==> src/rtl/word_fifo_dreq_bridge.sv <==
module word_fifo_dreq_bridge #(
  parameter int DATA_W    = 16,
  parameter int DEPTH     = 8,
  parameter int GROUP     = 4,
  parameter int LEN_W     = 16,
  parameter int CNT_W     = 16,
  parameter int ADDR_W    = 32,
  parameter int ADDR_STEP = 2
) (
  input  logic              clk,
  input  logic              rst_n,
  input  logic              host_start,
  input  logic [LEN_W-1:0]  host_len_in,
  input  logic              host_wr,
  input  logic [DATA_W-1:0] host_wdata,
  output logic              host_active,
  output logic              host_full,
  output logic [LEN_W-1:0]  host_len,
  input  logic              dma_load,
  input  logic [ADDR_W-1:0] dma_addr_in,
  input  logic [CNT_W-1:0]  dma_cnt_in,
  output logic              dma_req,
  output logic [CNT_W-1:0]  dma_cnt,
  output logic              dma_done,
  output logic              mem_we,
  output logic [ADDR_W-1:0] mem_addr,
  output logic [DATA_W-1:0] mem_data
);
  localparam int PW = $clog2(DEPTH);
  localparam int OW = $clog2(DEPTH + 1);

  logic [DATA_W-1:0] store [DEPTH];
  logic [PW-1:0]     wr_ptr, rd_ptr;
  logic [OW-1:0]     occ, occ_n;
  logic              push, pop, grp_hit;

  assign push    = host_wr && host_active && !host_start && (occ < OW'(DEPTH));
  assign pop     = dma_req && (occ != '0) && (dma_cnt != '0) && !host_start;
  assign occ_n   = occ + OW'(push) - OW'(pop);
  assign grp_hit = push && (occ_n != '0) && ((occ_n % OW'(GROUP)) == '0);

  assign mem_we   = pop;
  assign mem_data = store[rd_ptr];

  always_ff @(posedge clk) begin
    if (push) store[wr_ptr] <= host_wdata;
  end

  always_ff @(posedge clk or negedge rst_n) begin
    if (!rst_n) begin
      wr_ptr      <= '0;
      rd_ptr      <= '0;
      occ         <= '0;
      dma_req     <= 1'b0;
      host_full   <= 1'b0;
      host_active <= 1'b0;
      host_len    <= '0;
    end else if (host_start) begin
      wr_ptr      <= '0;
      rd_ptr      <= '0;
      occ         <= '0;
      dma_req     <= 1'b0;
      host_full   <= 1'b0;
      host_active <= 1'b1;
      host_len    <= host_len_in;
    end else begin
      if (push) wr_ptr <= wr_ptr + 1'b1;
      if (pop)  rd_ptr <= rd_ptr + 1'b1;
      occ <= occ_n;
      if (grp_hit)              dma_req <= 1'b1;
      else if (dma_req && !pop) dma_req <= 1'b0;
      if (push && occ_n == OW'(DEPTH)) host_full <= 1'b1;
      else if (dma_req && !pop)        host_full <= 1'b0;
      if (pop) begin
        if (host_len != '0) host_len <= host_len - 1'b1;
        if (host_len == LEN_W'(1)) host_active <= 1'b0;
      end
    end
  end

  always_ff @(posedge clk or negedge rst_n) begin
    if (!rst_n) begin
      mem_addr <= '0;
      dma_cnt  <= '0;
      dma_done <= 1'b0;
    end else begin
      dma_done <= pop && !dma_load && (dma_cnt == CNT_W'(1));
      if (dma_load) begin
        mem_addr <= dma_addr_in;
        dma_cnt  <= dma_cnt_in;
      end else if (pop) begin
        mem_addr <= mem_addr + ADDR_W'(ADDR_STEP);
        dma_cnt  <= dma_cnt - 1'b1;
      end
    end
  end

  p_no_overflow_r2: assert property (@(posedge clk) disable iff (!rst_n)
    occ <= OW'(DEPTH));

  p_req_on_group_r3: assert property (@(posedge clk) disable iff (!rst_n)
    $rose(dma_req) |-> (occ != '0) && ((occ % OW'(GROUP)) == '0));

  p_pop_nonempty_r4: assert property (@(posedge clk) disable iff (!rst_n)
    mem_we |-> (occ != '0) && (dma_cnt != '0));

  p_addr_step_r5: assert property (@(posedge clk) disable iff (!rst_n)
    (mem_we && !dma_load) |=> mem_addr == $past(mem_addr) + ADDR_W'(ADDR_STEP));

  p_req_drop_r6: assert property (@(posedge clk) disable iff (!rst_n)
    (dma_req && !mem_we && !host_wr && !host_start) |=> !dma_req);

  p_active_clear_r8: assert property (@(posedge clk) disable iff (!rst_n)
    $fell(host_active) |-> host_len == '0);

  p_done_zero_r9: assert property (@(posedge clk) disable iff (!rst_n)
    dma_done |-> dma_cnt == '0);
endmodule

==> config.mk <==
export PLATFORM = sky130hd
export DESIGN_NAME = word_fifo_dreq_bridge
export DESIGN_NICKNAME = d
export VERILOG_FILES = /design/src/rtl/word_fifo_dreq_bridge.sv
export SDC_FILE = /design/constraint.sdc
export NUM_CORES = 1
export LEC_CHECK = 0
export ABC_AREA = 1
export ABC_CLOCK_PERIOD_IN_PS = 3000
export CORE_MARGIN = 2
export CORE_UTILIZATION = 55
export CTS_BUF_LIST = sky130_fd_sc_hd__clkbuf_8
export DETAILED_ROUTE_END_ITERATION = 8
export DONT_BUFFER_PORTS = 1
export GPL_ROUTABILITY_DRIVEN = 1
export PLACE_DENSITY = 0.69
export SKIP_LAST_GASP = 1
export SYNTH_ARGS = -nofsm -noshare
export SYNTH_HDL_FRONTEND = slang
export SYNTH_SLANG_ARGS = --single-unit
==> constraint.sdc <==
create_clock -name clk -period 3 [get_ports clk]
set_clock_uncertainty 0.1 [all_clocks]
set_input_delay 0.3 -clock clk [delete_from_list [all_inputs] [get_ports clk]]
set_output_delay 0.3 -clock clk [all_outputs]
set_load 0.01 [all_outputs]
==> results of run 1 <==
## sequential cells by signal, indices dropped and copies added (netlist names)
register and cells:
mem_addr 32, occ 4, host_full 1, dma_req 1, host_len 16, dma_cnt 16, host_active 1, store 128
dma_done 1, rd_ptr 3, wr_ptr 3
## cell usage in the layout, fill, tap and decap left out, types with 2 or more instances in the layout
master	Yosys	layout
o211ai_1	2	2
nor2_1	200	200
inv_1	61	77
o21ai_2	6	6
xnor2_1	7	7
xor2_1	10	10
o21bai_1	2	2
nand4_2	2	2
clkbuf_8	0	45
nor3_2	0	5
buf_4	2	21
a21oi_1	10	10
mux2i_1	2	2
or2_2	11	11
nand2_1	370	370
nor2_2	5	5
dlygate4sd3_1	0	87
o22ai_1	2	2
nor2_4	4	4
nand3_1	94	94
nand3b_1	11	11
nand4_1	6	6
clkinv_1	2	2
inv_2	3	5
o21ai_1	10	10
nand2_4	3	3
o21ai_0	57	57
edfxtp_1	128	128
o32ai_1	32	32
nand2_2	5	5
dfrtp_2	0	2
ha_1	12	12
buf_12	1	3
dfrtp_1	78	76
## final cells by class
cell class                 instances  share of cell area
sequential                       206               0.469
multi-input combinational        876               0.339
timing repair buffer             112              0.0903
clock buffer                      45              0.0501
tap                              234              0.0237
inverter                          67              0.0206
clock inverter                    20             0.00678
## cells by family after synthesis
logic type / count (synthesis) / synth area share
buffers and inverters: 114 / 0.0476
flip-flops: 206 / 0.554
AND/OR/NAND/NOR: 720 / 0.291
multiplexers: 2 / 0.00191
XOR/XNOR: 17 / 0.0142
AO/OA/AOI/OAI: 124 / 0.0754
adder cells (fa/ha/maj): 13 / 0.0163
## how the worst max path moves through the flow
stage,startpoint,end,cells after the start
floorplan,dma_cnt[0],host_full,14
finish,dma_cnt[0],host_full,14
detailed placement,dma_cnt[1],host_full,14
global placement,dma_cnt[1],host_full,14
global route,dma_cnt[0],host_full,14
CTS,dma_cnt[1],host_full,14
## per-layer routing
metal	vias to the layer above	track usage	wire (um)
met5	-	0	0
met4	0	0.0958	606
met1	4014	0.331	11200
met2	267	0.449	12700
met3	54	0.0624	1730
li1	4208	-	-
## power by group through the flow
stage / clock (mW) / sequential (mW) / combinational [mW]
5_1_grt: 2.63 / 3.70 / 1.74
2_1_floorplan: 0 / 3.61 / 1.13
4_1_cts: 2.53 / 3.66 / 1.52
3_5_place_dp: 0 / 3.71 / 1.37
6_report: 2.47 / 3.66 / 1.54
3_3_place_gp: 0 / 3.70 / 1.34
## worst min-delay path, delay by kind of cell
kind,cells,cell delay [ns]
buffers and inverters,1,0.16
AND/OR/NAND/NOR,2,0.14
## repair_timing
action                                 CTS  global route
resized for setup                        0             2
setup endpoints to repair                0             1
setup buffers                            0             1
endpoints found under the hold margin  275             0
hold buffers                            89             0
## through the flow
step	utilization	instances
global route	0.661	1560
CTS	0.660	1559
finish	0.661	1560
detailed placement	0.573	1405
global placement	0.573	1405
floorplan	-	1196
==> reports/summary.txt, run 1 <==
Core ar. = 0.0187 mm^2
Reg clk slew, reported paths = 0.06 ns
Yosys top cell by area = edfxtp_1
fin nets = 1397
reg-to-reg critical path endpoint = host_full
# port buffers = 0
TNS Setup = 0 ns
DRT antenna net count = 0
Seq pwr share = 0.478
synth cell count leaders = nand2_1, nor2_1, edfxtp_1
WL final = 26200 um
Comb pwr share = 0.200
# rows = 50
mapped cell area = 0.0105 mm^2
post-route cell area = 0.0124 mm^2
drt initial violations = 625
switching power share of the total = 0.323
crit-path max FO = 4
GPL Wtd Cong = 0.952
Setup CP Type = flop to flop
antenna violations before repair = 0
DRT Pass-1 Iters = 5
Slew Limit Fails = 0
post-DP HPWL = 16300 um
Ys Warns = 0
Area contributors post-synth = edfxtp_1, dfrtp_1, nand2_1
outcome = complete, no violations
largest net degree at the start of global routing = 79
Yosys reg bits = 206
share of cells above drive strength 1 = 0.0943
Final Hold Slack = 0.0241 ns
Mapped Nets = 1294
Hold Crit Class = input port to flop
WP data arrival = 3.12 ns
wire length per cell = 16.8 um
Layout area overhead = 18.1%
Max VDD drop = 0.400 mV
synth unique cells = 44
Multi-input gate area = 0.00419 mm^2
GRT Residual Overflow = 0
RSZ-0062 raised after global routing = false
net load switching power = 2.47 mW
Pwr per Cell Area = 620 mW/mm^2
Die Ht = 142 um
Max Cap Viol = 0
Worst R2R Start = dma_cnt[0]
Worst slew margin = 0.498
most frequent cell after synthesis = nand2_1
global-route wire length before repair = 42100 um
Critical Path Sink Type = flop
Placed Area = 0.0107 mm^2
Slowest cell on crit path = fa_1
CP dominant cell by count = ha_1
htree depth = 2
clock latency on the worst-skew pair = 0.53 ns
CP top delay family = adder cells
Mapped Cells = 1196
CP max stage delay = 0.47 ns
Starting Density = 0.559
number of global-route vias before repair = 8356
asr flop ratio synth = 0.379
Final min period = 2.80 ns
diode count = 0
number of synthesized flops with an enable pin = 128
CTS Root Cell = clkbuf_8
Worst Max-Slew Pin Slew = 0.750 ns
Leakage = 5.17 nW
CTS tree = built
Main synth FF type = edfxtp_1
Required @ worst endpoint = 3.33 ns
Tot GR Track Use = 0.264
FILL cells = 1494
drt drc = 0
count of final setup violators = 0
vias per cell = 5.48
mean post-synth cell area = 8.75 um^2
Int Pwr = 5.19 mW
PnR worst setup slack = 0.203 ns
period utilization = 0.932
Ports = 170
Die Wd = 142 um
R2R Setup Slk = 0.20 ns
reg2reg path depth = 14
die area = 0.0201 mm^2
Fmax = 0.358 GHz
Clk pwr share = 0.322
Buf+Inv Stages, Crit Path = 3
CTS sink cnt = 206
Overall Power = 7.66 mW
Reg area = 0.00580 mm^2
via count = 8543
startpoint types = flop
CTS buffer count = 36
WHS Path Cells = 3
pre-CTS WS = 0.144 ns
area share of the largest cell type after synthesis = 0.367
Final Hold Fails = 0
CTS Buffer Depth = 3
Critical Path, Cell by Cell = inv_1, ha_1, nand2_2, nor2_4, nand2_4, nand3_4, inv_2, ha_1, inv_1, ha_1, fa_1, nor3_2, nand2_1, o21ai_0
worst hold path startpoint = dma_load
Hold Path Sink = dma_cnt[15]
sequential cell area fraction in the yosys report = 0.554
(Power assumes the default switching activity.)
==> run 2, diff against run 1 <==
--- a/config.mk
+++ b/config.mk
@@ -13,7 +13,7 @@
 export DETAILED_ROUTE_END_ITERATION = 8
 export DONT_BUFFER_PORTS = 1
 export GPL_ROUTABILITY_DRIVEN = 1
-export PLACE_DENSITY = 0.69
+export PLACE_DENSITY = 0.7
 export SKIP_LAST_GASP = 1
 export SYNTH_ARGS = -nofsm -noshare
 export SYNTH_HDL_FRONTEND = slang
==> run 2 against run 1 <==
  * Power down 1.3%
  * Clock power shrank 5%
  * Register-to-register slack hardly changed
  * Die area unchanged
  * Largest cell class unchanged
==> reports/summary.txt, run 2 (synthesis results as in run 1) <==
vias per cell = 5.53
CTS Buffer Depth = 3
Final Hold Fails = 0
Fmax = 0.359 GHz
Required @ worst endpoint = 3.33 ns
number of global-route vias before repair = 8340
RSZ-0062 raised after global routing = false
post-DP HPWL = 16300 um
Biggest register = store
Starting Density = 0.559
drt drc = 0
Die Ht = 142 um
Max VDD drop = 0.379 mV
Regs by FF count = store x128, mem_addr x32
Final min period = 2.78 ns
antenna violations before repair = 0
count of final setup violators = 0
drt initial violations = 678
WL final = 26400 um
Pwr per Cell Area = 617 mW/mm^2
clock latency on the worst-skew pair = 0.52 ns
DRT antenna net count = 0
Die Wd = 142 um
startpoint types = flop
CTS tree = built
GRT Residual Overflow = 0
post-route cell area = 0.0122 mm^2
share of cells above drive strength 1 = 0.0913
CTS Root Cell = clkbuf_8
Overall Power = 7.56 mW
Slew Limit Fails = 0
diode count = 0
Worst slew margin = 0.465
crit-path max FO = 4
Setup CP Type = flop to flop
Hold Crit Class = input port to flop
Tot GR Track Use = 0.262
die area = 0.0201 mm^2
DRT Pass-1 Iters = 8
period utilization = 0.928
wire length per cell = 17.0 um
Hold Path Sink = mem_addr[26]
PnR worst setup slack = 0.215 ns
GPL Wtd Cong = 0.942
most frequent cells in the layout = nand2_1, nor2_1, edfxtp_1, nand3_1, dlygate4sd3_1
via count = 8561
Max Cap Viol = 0
largest net degree at the start of global routing = 79
R2R Setup Slk = 0.22 ns
Worst R2R Start = dma_cnt[0]
Critical Path Sink Type = flop
outcome = complete, no violations
TNS Setup = 0 ns
max FFs per register = 128
reg-to-reg critical path endpoint = host_full
# port buffers = 0
# rows = 50
Layout area overhead = 17.0%
Reg clk slew, reported paths = 0.06 ns
fin nets = 1393
Ports = 170
Leakage = 5.12 nW
commonest non-fill, non-tap cell in the layout = nand2_1
global-route wire length before repair = 41700 um
pre-CTS WS = 0.117 ns
CTS sink cnt = 206
reg2reg path depth = 14
CTS buffer count = 36
Worst Max-Slew Pin Slew = 0.800 ns
WHS Path Cells = 3
WP data arrival = 3.11 ns
htree depth = 2
worst hold path startpoint = dma_load
Core ar. = 0.0187 mm^2
fin util = 0.654
Placed Area = 0.0107 mm^2
-- run 2: timing repair --
| item | in CTS | in global routing |
|---|---|---|
| hold endpoints to repair | 275 | 0 |
| setup buffers | 0 | 1 |
| gates resized for setup | 0 | 4 |
| setup endpoints to repair | 0 | 3 |
| hold buffers | 85 | 0 |
-- run 2: how the worst max path moves through the flow --
| stage | slack, ns | endpoint | startpoint | depth (start not counted) |
|---|---|---|---|---|
| 4_1_cts | 0.11 | host_full | dma_cnt[1] | 14 |
| 3_3_place_gp | 0.20 | host_full | dma_cnt[1] | 14 |
| 5_1_grt | 0.02 | host_full | dma_cnt[0] | 14 |
| 2_1_floorplan | 0.22 | host_full | dma_cnt[0] | 14 |
| 6_report | 0.22 | host_full | dma_cnt[0] | 14 |
| 3_5_place_dp | 0.12 | host_full | dma_cnt[1] | 14 |
-- run 2: layer usage --
layer / vias up / global-route usage / part of all wire
met5: - / 0 / 0
met2: 303 / 0.452 / 0.49
li1: 4189 / - / -
met3: 44 / 0.0597 / 0.074
met4: 0 / 0.0984 / 0.022
met1: 4025 / 0.324 / 0.41
-- run 2: area by class of cell --
| type | count | area (um^2) |
|---|---|---|
| clock buffers | 38 | 523 |
| clock inverters | 20 | 110 |
| fillers | 1550 | 6460 |
| inverters | 67 | 254 |
| multi-input cells | 876 | 4200 |
| flip-flops and latches | 206 | 5800 |
| well taps | 234 | 293 |
| repair buffers | 108 | 1060 |
-- run 2: stage by stage --
stage,hold WS (ns),cells
final,0.0322,1549
after global routing,0.0455,1549
after CTS,0.00259,1548
after detailed placement,-0.0936,1405
after global placement,-0.0936,1405
after floorplan,-0.0956,1196
-- run 2: critical path, cell delays in order, from the launching register on --
cell and delay, ns:
dfrtp_1 0.38, inv_1 0.13, ha_2 0.22, nand2_2 0.10, nor2_4 0.15, nand2_4 0.10
nand3_4 0.07, inv_2 0.04, ha_1 0.27, inv_1 0.04, ha_1 0.19, fa_1 0.47
nor3_2 0.22, nand2_1 0.06, o21ai_0 0.14
-- run 2: power by group --
part	total, mW	leakage [nW]	switching [mW]	internal [mW]
combinational	1.56	2.62	0.976	0.580
clock	2.34	0.379	1.10	1.24
sequential	3.66	2.12	0.395	3.27
